===== config.mk =====
export PLATFORM = sky130hd
export DESIGN_NAME = npc_unit
export DESIGN_NICKNAME = d
export VERILOG_FILES = /design/src/rtl/npc_pkg.sv /design/src/rtl/npc_decode.sv /design/src/rtl/npc_target.sv /design/src/rtl/npc_pc_reg.sv /design/src/rtl/npc_unit.sv
export SDC_FILE = /design/constraint.sdc
export NUM_CORES = 1
export LEC_CHECK = 0
export CELL_PAD_IN_SITES_DETAIL_PLACEMENT = 1
export CELL_PAD_IN_SITES_GLOBAL_PLACEMENT = 2
export CORE_MARGIN = 1.5
export CORE_UTILIZATION = 25
export CTS_BUF_LIST = sky130_fd_sc_hd__clkbuf_4 sky130_fd_sc_hd__clkbuf_8
export DETAILED_ROUTE_END_ITERATION = 8
export PLACE_DENSITY = 0.85
export SLEW_MARGIN = 30
export SYNTH_ARGS = -nofsm -noshare
export SYNTH_HDL_FRONTEND = slang
export SYNTH_SLANG_ARGS = --single-unit

===== constraint.sdc =====
create_clock -name clk -period 4.2 [get_ports clk]
set_input_delay 0.42 -clock clk [delete_from_list [all_inputs] [get_ports clk]]
set_output_delay 0.42 -clock clk [all_outputs]
set_load 0.01 [all_outputs]

===== src/rtl/npc_pkg.sv =====
package npc_pkg;
  localparam int XLEN     = 32;
  localparam int OPC_W    = 6;
  localparam int FUNCT_W  = 6;
  localparam int IMM_W    = 16;
  localparam int TGT_W    = 26;
  localparam int REGION_W = XLEN - TGT_W - 2;
  localparam int INSN_BYTES = 4;

  localparam logic [OPC_W-1:0]   OPC_SPECIAL = 6'd0;
  localparam logic [OPC_W-1:0]   OPC_JMP     = 6'd2;
  localparam logic [OPC_W-1:0]   OPC_JAL     = 6'd3;
  localparam logic [OPC_W-1:0]   OPC_BEQ     = 6'd4;
  localparam logic [OPC_W-1:0]   OPC_BNE     = 6'd5;
  localparam logic [FUNCT_W-1:0] FN_JREG     = 6'h08;

  typedef enum logic [2:0] {
    FLOW_SEQ,
    FLOW_BEQ,
    FLOW_BNE,
    FLOW_JMP,
    FLOW_JAL,
    FLOW_JREG
  } flow_e;

  // Address of the following instruction, wrapping modulo 2^XLEN.
  function automatic logic [XLEN-1:0] f_seq(input logic [XLEN-1:0] cur);
    return cur + XLEN'(INSN_BYTES);
  endfunction

  // PC-relative target: word offset, sign-extended, scaled by four.
  function automatic logic [XLEN-1:0] f_rel(input logic [XLEN-1:0] base,
                                            input logic [IMM_W-1:0] off);
    logic [XLEN-1:0] disp;
    disp = {{(XLEN-IMM_W-2){off[IMM_W-1]}}, off, 2'b00};
    return base + disp;
  endfunction

  // Region-local absolute target: keep the top bits of the PC.
  function automatic logic [XLEN-1:0] f_region(input logic [XLEN-1:0] cur,
                                               input logic [TGT_W-1:0] tgt);
    return {cur[XLEN-1 -: REGION_W], tgt, 2'b00};
  endfunction
endpackage


===== src/rtl/npc_decode.sv =====
module npc_decode
  import npc_pkg::*;
(
  input  logic [OPC_W-1:0]   opcode,
  input  logic [FUNCT_W-1:0] funct,
  output flow_e              flow
);
  always_comb begin
    unique case (opcode)
      OPC_BEQ:     flow = FLOW_BEQ;
      OPC_BNE:     flow = FLOW_BNE;
      OPC_JMP:     flow = FLOW_JMP;
      OPC_JAL:     flow = FLOW_JAL;
      OPC_SPECIAL: flow = (funct == FN_JREG) ? FLOW_JREG : FLOW_SEQ;
      default:     flow = FLOW_SEQ;
    endcase
  end
endmodule


===== src/rtl/npc_target.sv =====
module npc_target
  import npc_pkg::*;
(
  input  flow_e            flow,
  input  logic [XLEN-1:0]  cur_pc,
  input  logic [TGT_W-1:0] tgt_field,
  input  logic [XLEN-1:0]  rs_val,
  input  logic [XLEN-1:0]  rt_val,
  output logic [XLEN-1:0]  seq_pc,
  output logic [XLEN-1:0]  next_pc,
  output logic             redirect
);
  logic            operands_eq;
  logic [XLEN-1:0] rel_pc;
  logic [XLEN-1:0] abs_pc;

  assign operands_eq = (rs_val == rt_val);
  assign seq_pc      = f_seq(cur_pc);
  assign rel_pc      = f_rel(seq_pc, tgt_field[IMM_W-1:0]);
  assign abs_pc      = f_region(cur_pc, tgt_field);

  always_comb begin
    redirect = 1'b0;
    next_pc  = seq_pc;
    unique case (flow)
      FLOW_BEQ: begin
        redirect = operands_eq;
        if (operands_eq) next_pc = rel_pc;
      end
      FLOW_BNE: begin
        redirect = !operands_eq;
        if (!operands_eq) next_pc = rel_pc;
      end
      FLOW_JMP, FLOW_JAL: begin
        redirect = 1'b1;
        next_pc  = abs_pc;
      end
      FLOW_JREG: begin
        redirect = 1'b1;
        next_pc  = rs_val;
      end
      default: ;
    endcase
  end
endmodule


===== src/rtl/npc_pc_reg.sv =====
module npc_pc_reg
  import npc_pkg::*;
#(
  parameter logic [XLEN-1:0] RESET_PC = 32'h0040_0000
) (
  input  logic            clk,
  input  logic            rst,
  input  logic            en,
  input  logic [XLEN-1:0] next_pc,
  output logic [XLEN-1:0] pc
);
  always_ff @(posedge clk) begin
    if (rst)     pc <= RESET_PC;
    else if (en) pc <= next_pc;
  end
endmodule


===== src/rtl/npc_unit.sv =====
module npc_unit
  import npc_pkg::*;
#(
  parameter logic [31:0] RESET_PC = 32'h0040_0000
) (
  input  logic        clk,
  input  logic        rst,
  input  logic        en,
  input  logic [31:0] instr,
  input  logic [31:0] rs_val,
  input  logic [31:0] rt_val,
  output logic [31:0] pc,
  output logic [31:0] link_addr,
  output logic        link_we,
  output logic        taken
);
  flow_e            flow;
  logic [XLEN-1:0]  next_pc;
  logic [XLEN-1:0]  seq_pc;

  npc_decode u_decode (
    .opcode (instr[XLEN-1 -: OPC_W]),
    .funct  (instr[FUNCT_W-1:0]),
    .flow   (flow)
  );

  npc_target u_target (
    .flow      (flow),
    .cur_pc    (pc),
    .tgt_field (instr[TGT_W-1:0]),
    .rs_val    (rs_val),
    .rt_val    (rt_val),
    .seq_pc    (seq_pc),
    .next_pc   (next_pc),
    .redirect  (taken)
  );

  npc_pc_reg #(.RESET_PC(RESET_PC)) u_pc (
    .clk     (clk),
    .rst     (rst),
    .en      (en),
    .next_pc (next_pc),
    .pc      (pc)
  );

  assign link_addr = seq_pc;
  assign link_we   = en && (flow == FLOW_JAL);
endmodule


==> flow_metrics.env, run 1 <==
export IMPL_status="completed"
export IMPL_crit_required_ns=4.41
export IMPL_cts_tree="yes"
export IMPL_clock_skew_ns=0.00812
export IMPL_tightestPinTransition_ns=0.828
export IMPL_syn2layout_area_growth_pct=46.5
export IMPL_grt_overflow_total=0
export IMPL_grt_max_degree=33
export IMPL_dpl_worst_slack_ns=0.207
export IMPL_synth_common_cells="66 x nor2_1, 48 x xor2_1, 43 x nand2_1"
export IMPL_path_class="register to register"
export IMPL_fin_crit_sh_pct=93.2
export IMPL_post_dp_hpwl_um=17000
export IMPL_clock_sinks=32
export IMPL_viasPerCell=5.53
export IMPL_h_tree_depth=2
export IMPL_drtAntennaViolNets=0
export IMPL_setup_ws_ns=0.287
export IMPL_io_pins=165
export IMPL_pwr_share_clk_pct=22.1
export IMPL_grt_use_met2_pct=39.9
export IMPL_fin_crit_ns=3.91
export IMPL_reg_top3="u_pc.pc x32"
export IMPL_relSlewSlack_pct=44.6
export IMPL_synth_most_common_cell="nor2_1"
export IMPL_ys_ff_latch=32
export IMPL_postCtsHoldBufs=0
export IMPL_core_area_mm2=0.0172
export IMPL_finalSetupViolations=0
export IMPL_grt_use_met1_pct=27.9
export IMPL_seqCellArea_um2=641
export IMPL_antenna_found_initial=2
export IMPL_dr_pass1_iters=7
export IMPL_min_delay_start="u_pc.pc[15]"
export IMPL_max_cap_viol_count=0
export IMPL_setup_tns_final_ns=0
export IMPL_rr_worst_depth=13
export IMPL_holdPathStages=2
export IMPL_end_kind="register"
export IMPL_die_area_mm2=0.0184
export IMPL_met3_usage_pct=4.56
export IMPL_yosys_warnings=0
export IMPL_grt_pass1_vias=5787
export IMPL_postLayoutCellArea_mm2=0.00643
export IMPL_totalWireLength_um=20900
export IMPL_num_fill_cells=2037
export IMPL_multi_input_area_mm2=0.00360
export IMPL_layout_drive_gt1_share_pct=6.50
export IMPL_io_buffers=164
export IMPL_synth_area_top_cells="dfxtp_1 15%, ha_1 10%, xor2_1 9.6%"
export IMPL_crit_path_start_kind="register"
export IMPL_fp_dieW_um=136
export IMPL_die_h_um=136
export IMPL_p_sw_share_pct=38.7
export IMPL_netlist_instances=579
export IMPL_pwr_share_comb_pct=50.3
export IMPL_regToRegEndpoint="u_pc.pc[31]"
export IMPL_synth_top_flop_cell="dfxtp_1"
export IMPL_leakage_uw=0.00241
export IMPL_p_switching_uw=495
export IMPL_dpl_cell_area_mm2=0.00631
export IMPL_initial_utilization_pct=25.5
export IMPL_r2r_slack_ns=0.29
export IMPL_wl_per_cell_um=21.7
export IMPL_yosysTopAreaCell="dfxtp_1"
export IMPL_synth_enable_flop_cells=0
export IMPL_ys_seq_area_share_pct=14.6
export IMPL_syn_area_per_cell_um2=7.58
export IMPL_grt_pass1_wl_um=32400
export IMPL_syn_nets=715
export IMPL_maxSlewViolCount=0
export IMPL_hp_class="register to register"
export IMPL_clk_path_buf_depth=2
export IMPL_drt_initial_drc_count=302
export IMPL_final_util_pct=37.3
export IMPL_clk_latency_ns=0.29
export IMPL_synth_top_area_share_pct=14.6
export IMPL_worst_path_max_fanout=8
export IMPL_rows=48
export IMPL_drc=0
export IMPL_fin_nets=874
export IMPL_power_density_mw_per_mm2=199
export IMPL_top_usage_layer="met2"
export IMPL_grt_usage_pct=23.0
export IMPL_hold_viol_final=0
export IMPL_gp_congestion=0.909
export IMPL_synth_async_reset_ratio_pct=0
export IMPL_largest_reg_flops=32
export IMPL_worstPathArrival_ns=4.13
export IMPL_path_clk_slew_ns=0.08
export IMPL_seq_power_share_pct=27.6
export IMPL_worstHoldEndpoint="u_pc.pc[15]"
export IMPL_cts_made_buffers=5
export IMPL_peakVddDrop_uv=101
export IMPL_internal_power_uw=785
export IMPL_ys_types=69
export IMPL_netlist_area_mm2=0.00439
export IMPL_cts_root_buf="clkbuf_8"
export IMPL_reg2reg_from="u_pc.pc[9]"
export IMPL_num_vias=5332
export IMPL_max_freq_ghz=0.256
export IMPL_regMostFlops="u_pc.pc"
[cell type report]
cell class / count / area share (%)
well taps: 225 / 4.38
clock buffers: 8 / 1.52
repair buffers: 180 / 27.4
inverters: 12 / 0.701
diodes: 1 / 0.0389
flip-flops and latches: 32 / 9.96
multi-input cells: 507 / 56.0
[how the worst max path moves through the flow]
stage                     cells past startpoint  slack (ns)           to  startpoint
final                                        13        0.29  u_pc.pc[31]  u_pc.pc[9]
after global routing                         13      -0.006  u_pc.pc[31]  u_pc.pc[8]
after CTS                                    13        0.18  u_pc.pc[31]  u_pc.pc[8]
after detailed placement                     13        0.21  u_pc.pc[31]  u_pc.pc[8]
after global placement                       13        0.20  u_pc.pc[31]  u_pc.pc[8]
after floorplan                              14        0.57  u_pc.pc[18]  u_pc.pc[5]
[critical path: stages (launching register included)]
cell     delay (ns)
dfxtp_1        0.47
nand4_1        0.28
or3b_1         0.57
nor3_1         0.36
xor2_2         0.20
ha_1           0.47
nand2_1        0.12
nor3_1         0.33
nand2_1        0.09
a21oi_1        0.18
nor3_2         0.09
a21oi_1        0.15
mux2_2         0.36
a31oi_1        0.17
[metal layers]
layer | share of wire (%) | up-vias
li1 | - | 2507
met1 | 41 | 2570
met2 | 49 | 205
met3 | 6.3 | 48
met4 | 3.8 | 2
met5 | 0.048 | -
[cell usage in the layout (no fill, tap or decap), drive strengths merged, types with 3 or more instances in the layout]
cell / instances
a211oi: 14
a21o: 7
a21oi: 29
a221o: 11
a221oi: 21
a22oi: 3
a311oi: 10
a31oi: 4
and2: 5
and3: 9
and4: 5
buf: 16
clkbuf: 8
clkdlybuf4s50: 164
dfxtp: 32
ha: 36
inv: 11
mux2: 3
nand2: 43
nand2b: 6
nand3: 25
nand3b: 3
nand4: 15
nor2: 68
nor2b: 5
nor3: 22
nor4: 12
o211ai: 6
o21a: 4
o21ai: 22
o21bai: 4
o41ai: 3
or3: 6
xnor2: 32
xor2: 48
[cell families (layout without fill, tap and decap cells)]
kind of cell	after synthesis	in the layout	share of synthesized area (%)
AO/OA/AOI/OAI	155	155	26.2
adder cells (fa/ha/maj)	37	37	10.7
flip-flops	32	32	14.6
multiplexers	5	5	1.31
buffers and inverters	40	200	3.99
XOR/XNOR	80	80	16.0
other	0	1	0
AND/OR/NAND/NOR	230	230	27.2
[power groups by stage]
stage	sequential (uW)	combinational, uW	clock (uW)
finish	353	645	283
global route	357	700	300
detailed placement	360	638	0
CTS	353	641	291
floorplan	363	321	0
global placement	358	627	0
[stage by stage]
| step | std cells | power (uW) | hold slack (ns) |
|---|---|---|---|
| final | 965 | 1280 | 0.541 |
| after global routing | 964 | 1360 | 0.582 |
| after CTS | 964 | 1290 | 0.546 |
| after detailed placement | 956 | 998 | 0.531 |
| after global placement | 956 | 984 | 0.522 |
| after floorplan | 579 | 684 | 0.533 |
[repair_timing]
item / 4_1_cts / 5_1_grt
setup endpoints to repair: 0 / 3
hold endpoints to repair: 0 / 0
resized for setup: 0 / 3
setup buffers: 0 / 0
(Power assumes the default switching activity.)
==> inputs of run 2 (changes only) <==
--- a/config.mk
+++ b/config.mk
@@ -7,10 +7,11 @@
 export LEC_CHECK = 0
 export CELL_PAD_IN_SITES_DETAIL_PLACEMENT = 1
 export CELL_PAD_IN_SITES_GLOBAL_PLACEMENT = 2
-export CORE_MARGIN = 1.5
+export CORE_MARGIN = 2
 export CORE_UTILIZATION = 25
-export CTS_BUF_LIST = sky130_fd_sc_hd__clkbuf_4 sky130_fd_sc_hd__clkbuf_8
+export CTS_BUF_LIST = sky130_fd_sc_hd__clkbuf_8
 export DETAILED_ROUTE_END_ITERATION = 8
+export MAX_ROUTING_LAYER = met4
 export PLACE_DENSITY = 0.85
 export SLEW_MARGIN = 30
 export SYNTH_ARGS = -nofsm -noshare
==> run 2 against run 1 <==
  * Power is essentially flat
  * Setup slack lost 0.093 ns
  * Die area grew 1.5%
  * Combinational power grew 0.8%
  * Hold slack gained 0.0076 ns
  * Global-route usage grew 0.56 points
  * Largest cell class unchanged
  * Register-to-register slack lost 0.09 ns
  * Clock skew grew 0.0076 ns
  * Highest routed layer is now met4
==> flow_metrics.env, run 2 (synthesis gave the netlist of run 1 again) <==
export IMPL_hold_viol_final=0
export IMPL_drc=0
export IMPL_clock_sinks=32
export IMPL_final_util_pct=37.3
export IMPL_drtAntennaViolNets=0
export IMPL_clk_path_buf_depth=2
export IMPL_fp_dieW_um=137
export IMPL_cts_tree="yes"
export IMPL_multi_input_area_mm2=0.00359
export IMPL_setup_ws_ns=0.194
export IMPL_fin_crit_ns=4.01
export IMPL_worst_path_max_fanout=8
export IMPL_seq_power_share_pct=27.6
export IMPL_drt_initial_drc_count=297
export IMPL_max_freq_ghz=0.250
export IMPL_r2r_slack_ns=0.19
export IMPL_clk_latency_ns=0.32
export IMPL_io_buffers=164
export IMPL_die_h_um=137
export IMPL_postCtsHoldBufs=0
export IMPL_core_area_mm2=0.0172
export IMPL_crit_required_ns=4.42
export IMPL_fin_crit_sh_pct=95.4
export IMPL_peakVddDrop_uv=98.9
export IMPL_worstPathArrival_ns=4.23
export IMPL_grt_overflow_total=0
export IMPL_antenna_found_initial=1
export IMPL_crit_path_start_kind="register"
export IMPL_fin_nets=875
export IMPL_setup_tns_final_ns=0
export IMPL_num_fill_cells=2057
export IMPL_num_vias=5387
export IMPL_finalSetupViolations=0
export IMPL_initial_utilization_pct=25.5
export IMPL_rr_worst_depth=15
export IMPL_relSlewSlack_pct=38.6
export IMPL_dpl_worst_slack_ns=0.120
export IMPL_final_cells=966
export IMPL_post_dp_hpwl_um=17200
export IMPL_p_switching_uw=511
export IMPL_layout_drive_gt1_share_pct=6.22
export IMPL_cts_made_buffers=5
export IMPL_grt_pass1_wl_um=32000
export IMPL_totalWireLength_um=21400
export IMPL_clock_skew_ns=0.0157
export IMPL_grt_max_degree=33
export IMPL_syn2layout_area_growth_pct=46.3
export IMPL_path_class="register to register"
export IMPL_rows=48
export IMPL_pwr_share_clk_pct=21.6
export IMPL_reg_top3="u_pc.pc x32"
export IMPL_dr_pass1_iters=5
export IMPL_power_density_mw_per_mm2=199
export IMPL_h_tree_depth=2
export IMPL_leakage_uw=0.00241
export IMPL_end_kind="register"
export IMPL_maxSlewViolCount=0
export IMPL_grt_usage_pct=23.6
export IMPL_cts_root_buf="clkbuf_8"
export IMPL_hp_class="register to register"
export IMPL_holdPathStages=2
export IMPL_viasPerCell=5.58
export IMPL_grt_pass1_vias=5654
export IMPL_gp_congestion=0.964
export IMPL_p_sw_share_pct=40.0
export IMPL_max_cap_viol_count=0
export IMPL_die_area_mm2=0.0186
export IMPL_largest_reg_flops=32
export IMPL_tightestPinTransition_ns=0.918
export IMPL_wl_per_cell_um=22.2
export IMPL_placed_cells=955
export IMPL_layout_commonest_cell="clkdlybuf4s50_1"
export IMPL_layout_common_cells="164 x clkdlybuf4s50_1, 66 x nor2_1, 48 x xor2_1"
export IMPL_regMostFlops="u_pc.pc"
export IMPL_pwr_share_comb_pct=50.8
export IMPL_internal_power_uw=768
export IMPL_io_pins=165
export IMPL_status="completed"
export IMPL_path_clk_slew_ns=0.08
export IMPL_seqCellArea_um2=641
-- run 2: cell types whose count changed in the layout (fill, tap and decap cells not counted), sizes merged --
cell    before  now
buf         16   17
clkbuf       8    6
inv         11   13
-- run 2: path summary, 6_finish.rpt --
check,from,endpoint
max,u_pc.pc[5],u_pc.pc[28]
min,u_pc.pc[15],u_pc.pc[15]
max reg2reg,u_pc.pc[5],u_pc.pc[28]
min reg2reg,u_pc.pc[15],u_pc.pc[15]
-- run 2: critical path: stages (launching register included) --
cell	delay, ns
dfxtp_1	0.49
and4_4	0.33
nand3_4	0.10
nor2_1	0.16
buf_4	0.19
nand2_1	0.07
xnor2_1	0.39
ha_1	0.37
a21o_1	0.19
a21o_1	0.20
a211oi_2	0.26
a21o_1	0.21
a211oi_1	0.11
o41ai_2	0.48
o2bb2ai_1	0.15
a41o_1	0.21
-- run 2: repair_timing --
action,CTS,global route
gates resized for setup,0,2
setup buffers,0,2
endpoints found under the setup margin,0,3
-- run 2: routing by layer --
metal | global-route usage [%] | wire length (um) | share of wire [%] | up-vias
met5 | - | 0 | 0 | -
met4 | 11.2 | 1010 | 4.7 | 0
met3 | 3.78 | 1120 | 5.2 | 58
met2 | 39.2 | 10200 | 48 | 203
met1 | 27.7 | 9120 | 43 | 2623
li1 | - | - | - | 2503
-- run 2: power groups by stage --
stage                     clock network (uW)  logic, uW  registers, uW
final                                    276        650            354
after global routing                     292        701            358
after CTS                                286        645            353
after detailed placement                   0        640            360
after global placement                     0        632            359
after floorplan                            0        321            363
-- run 2: metrics by stage --
stage	instance area [um2]	hold WS (ns)	power [uW]
6_report	6420	0.548	1280
5_1_grt	6420	0.579	1350
4_1_cts	6390	0.550	1280
3_5_place_dp	6300	0.539	1000
3_3_place_gp	6300	0.526	991
2_1_floorplan	4390	0.533	684
-- run 2: layout make-up --
class | instances | share of cell area, %
clock inverter | 2 | 0.117
timing repair buffer | 181 | 27.5
tap | 225 | 4.38
multi-input combinational | 507 | 56.0
inverter | 12 | 0.701
antenna | 1 | 0.0390
clock buffer | 6 | 1.29
sequential | 32 | 9.97
==> inputs of run 3 (changes only) <==
--- a/config.mk
+++ b/config.mk
@@ -5,14 +5,15 @@
 export SDC_FILE = /design/constraint.sdc
 export NUM_CORES = 1
 export LEC_CHECK = 0
+export ABC_CLOCK_PERIOD_IN_PS = 4940
 export CELL_PAD_IN_SITES_DETAIL_PLACEMENT = 1
 export CELL_PAD_IN_SITES_GLOBAL_PLACEMENT = 2
 export CORE_MARGIN = 2
-export CORE_UTILIZATION = 25
+export CORE_UTILIZATION = 27
 export CTS_BUF_LIST = sky130_fd_sc_hd__clkbuf_8
 export DETAILED_ROUTE_END_ITERATION = 8
 export MAX_ROUTING_LAYER = met4
-export PLACE_DENSITY = 0.85
+export PLACE_DENSITY = 0.91
 export SLEW_MARGIN = 30
 export SYNTH_ARGS = -nofsm -noshare
 export SYNTH_HDL_FRONTEND = slang
==> constraint.sdc (replaced) <==
create_clock -name clk -period 4.94 [get_ports clk]
set_input_delay 0.494 -clock clk [delete_from_list [all_inputs] [get_ports clk]]
set_output_delay 0.494 -clock clk [all_outputs]
set_load 0.01 [all_outputs]
==> run 3 against run 2 <==
  * Hold slack got worse by 0.0074 ns
  * Power is 16% lower
  * Sequential power fell by 14%
  * Routed wire length decreased by 4.8%
  * Utilization is 2.5 points higher
  * Clock-buffer cell count is 1 higher
  * Non-clock buffer count down 11
  * Register-to-register slack improved by 0.40 ns
  * Clock skew down 0.0043 ns
  * Critical path type unchanged
  * Critical endpoint is now u_pc.pc[31]
==> flow_metrics.env, run 3 (synthesis gave the netlist of run 1 again) <==
export IMPL_layout_commonest_cell="clkdlybuf4s50_1"
export IMPL_end_kind="register"
export IMPL_min_delay_start="u_pc.pc[24]"
export IMPL_setup_tns_final_ns=0
export IMPL_power_uw=1080
export IMPL_peakVddDrop_uv=67.5
export IMPL_maxSlewViolCount=0
export IMPL_largest_reg_flops=32
export IMPL_p_sw_share_pct=38.6
export IMPL_pwr_share_clk_pct=21.9
export IMPL_drc=0
export IMPL_max_cap_viol_count=0
export IMPL_worstPathArrival_ns=4.56
export IMPL_post_cts_resized=0
export IMPL_drtAntennaViolNets=0
export IMPL_core_area_mm2=0.0159
export IMPL_final_util_pct=39.8
export IMPL_grt_usage_pct=23.9
export IMPL_die_h_um=132
export IMPL_grt_max_degree=34
export IMPL_totalWireLength_um=20400
export IMPL_leakage_uw=0.00235
export IMPL_critPathSlowestCell="dfxtp_1"
export IMPL_layout_common_cells="163 x clkdlybuf4s50_1, 65 x nor2_1, 48 x xor2_1"
export IMPL_power_density_mw_per_mm2=171
export IMPL_fp_dieW_um=132
export IMPL_path_clk_slew_ns=0.07
export IMPL_gp_congestion=0.982
export IMPL_wl_per_cell_um=21.6
export IMPL_p_switching_uw=416
export IMPL_die_area_mm2=0.0173
export IMPL_drt_initial_drc_count=287
export IMPL_layout_drive_gt1_share_pct=4.95
export IMPL_dr_pass1_iters=4
export IMPL_antenna_found_initial=1
export IMPL_h_tree_depth=2
export IMPL_crit_required_ns=5.16
export IMPL_syn2layout_area_growth_pct=43.9
export IMPL_seq_power_share_pct=28.3
export IMPL_path_cells="ha_1 > inv_1 > or3b_1 > nor3_1 > xor2_1 > ha_1 > a211oi_1 > o21ai_0 > o211ai_1 > o21ai_0 > nor3_1 > a21oi_1 > mux2_2 > a31oi_1"
export IMPL_internal_power_uw=662
export IMPL_fin_crit_sh_pct=87.9
export IMPL_clk_latency_ns=0.30
export IMPL_viasPerCell=5.66
export IMPL_clk_path_buf_depth=2
export IMPL_initial_utilization_pct=27.6
export IMPL_grt_overflow_total=0
export IMPL_pwr_share_comb_pct=49.9
export IMPL_postCtsHoldBufs=0
export IMPL_cp_startpoint="u_pc.pc[2]"
export IMPL_hold_viol_final=0
export IMPL_max_freq_ghz=0.230
export IMPL_placed_cells=937
export IMPL_dpl_worst_slack_ns=0.602
export IMPL_hp_class="register to register"
export IMPL_reg2reg_from="u_pc.pc[2]"
export IMPL_regMostFlops="u_pc.pc"
export IMPL_crit_path_start_kind="register"
export IMPL_relSlewSlack_pct=50.0
export IMPL_num_fill_cells=1949
export IMPL_finalSetupViolations=0
export IMPL_postCtsSetupRepairBufs=0
export IMPL_timing_critical_path_buf_inv=1
export IMPL_tightestPinTransition_ns=0.749
export IMPL_fin_nets=864
export IMPL_cts_made_buffers=5
export IMPL_path_class="register to register"
export IMPL_status="completed"
export IMPL_worst_path_max_fanout=8
export IMPL_io_buffers=164
export IMPL_grt_pass1_wl_um=32400
export IMPL_rsz0062_at_grt="false"
export IMPL_cts_tree="yes"
export IMPL_cts_root_buf="clkbuf_8"
export IMPL_grt_pass1_vias=5714
export IMPL_num_vias=5351
export IMPL_multi_input_area_mm2=0.00358
export IMPL_fin_crit_ns=4.34
export IMPL_critPathTopFamily="simple AND/OR/NAND/NOR gates"
export IMPL_reg_top3="u_pc.pc x32"
export IMPL_rows=46
export IMPL_post_dp_hpwl_um=16200
export IMPL_clock_skew_ns=0.0115
export IMPL_final_cells=945
export IMPL_io_pins=165
export IMPL_seqCellArea_um2=641
export IMPL_clock_sinks=32
export IMPL_max_stage_delay_ns=0.61
export IMPL_setup_ws_ns=0.599
[run 3: cell count changes in the layout (fill, tap and decap cells not counted), sizes merged]
cell	before	now
inv	13	11
clkdlybuf4s50	164	163
clkbuf	6	7
buf	17	7
[run 3: power by group through the flow]
stage                     logic (uW)  registers, uW  clock network, uW
after CTS                        535            304                247
final                            538            305                236
after global routing             581            308                257
after detailed placement         532            310                  0
after floorplan                  273            309                  0
after global placement           520            309                  0
[run 3: metrics by stage]
| step | instance area, um2 | hold slack [ns] |
|---|---|---|
| finish | 6320 | 0.541 |
| global route | 6320 | 0.568 |
| CTS | 6320 | 0.544 |
| detailed placement | 6230 | 0.530 |
| global placement | 6220 | 0.522 |
| floorplan | 4390 | 0.533 |
[run 3: final cells by class]
class | count | share of cell area [%]
multi-input combinational | 507 | 56.7
inverter | 12 | 0.713
sequential | 32 | 10.1
clock buffer | 7 | 1.52
antenna | 1 | 0.0396
timing repair buffer | 170 | 26.6
tap | 216 | 4.28
[run 3: worst paths after layout]
path	slack, ns	to	cells past startpoint
worst min register to register	0.54	u_pc.pc[24]	2
worst max-delay path	0.60	u_pc.pc[31]	14
worst max register to register	0.60	u_pc.pc[31]	14
worst min-delay path	0.54	u_pc.pc[24]	2
[run 3: metal layers]
layer  up-vias  global-route usage [%]  wire length, um
li1       2490                       -                -
met1      2622                    29.2             8800
met2       207                    41.0             9970
met3        32                    2.85             1070
met4         0                    7.91              571
met5         -                       -                0
[run 3: tightest hold or removal path, stage by stage, from the launching register on]
cell,delay (ns)
dfxtp_1,0.34
nor2_1,0.10
a311oi_1,0.05
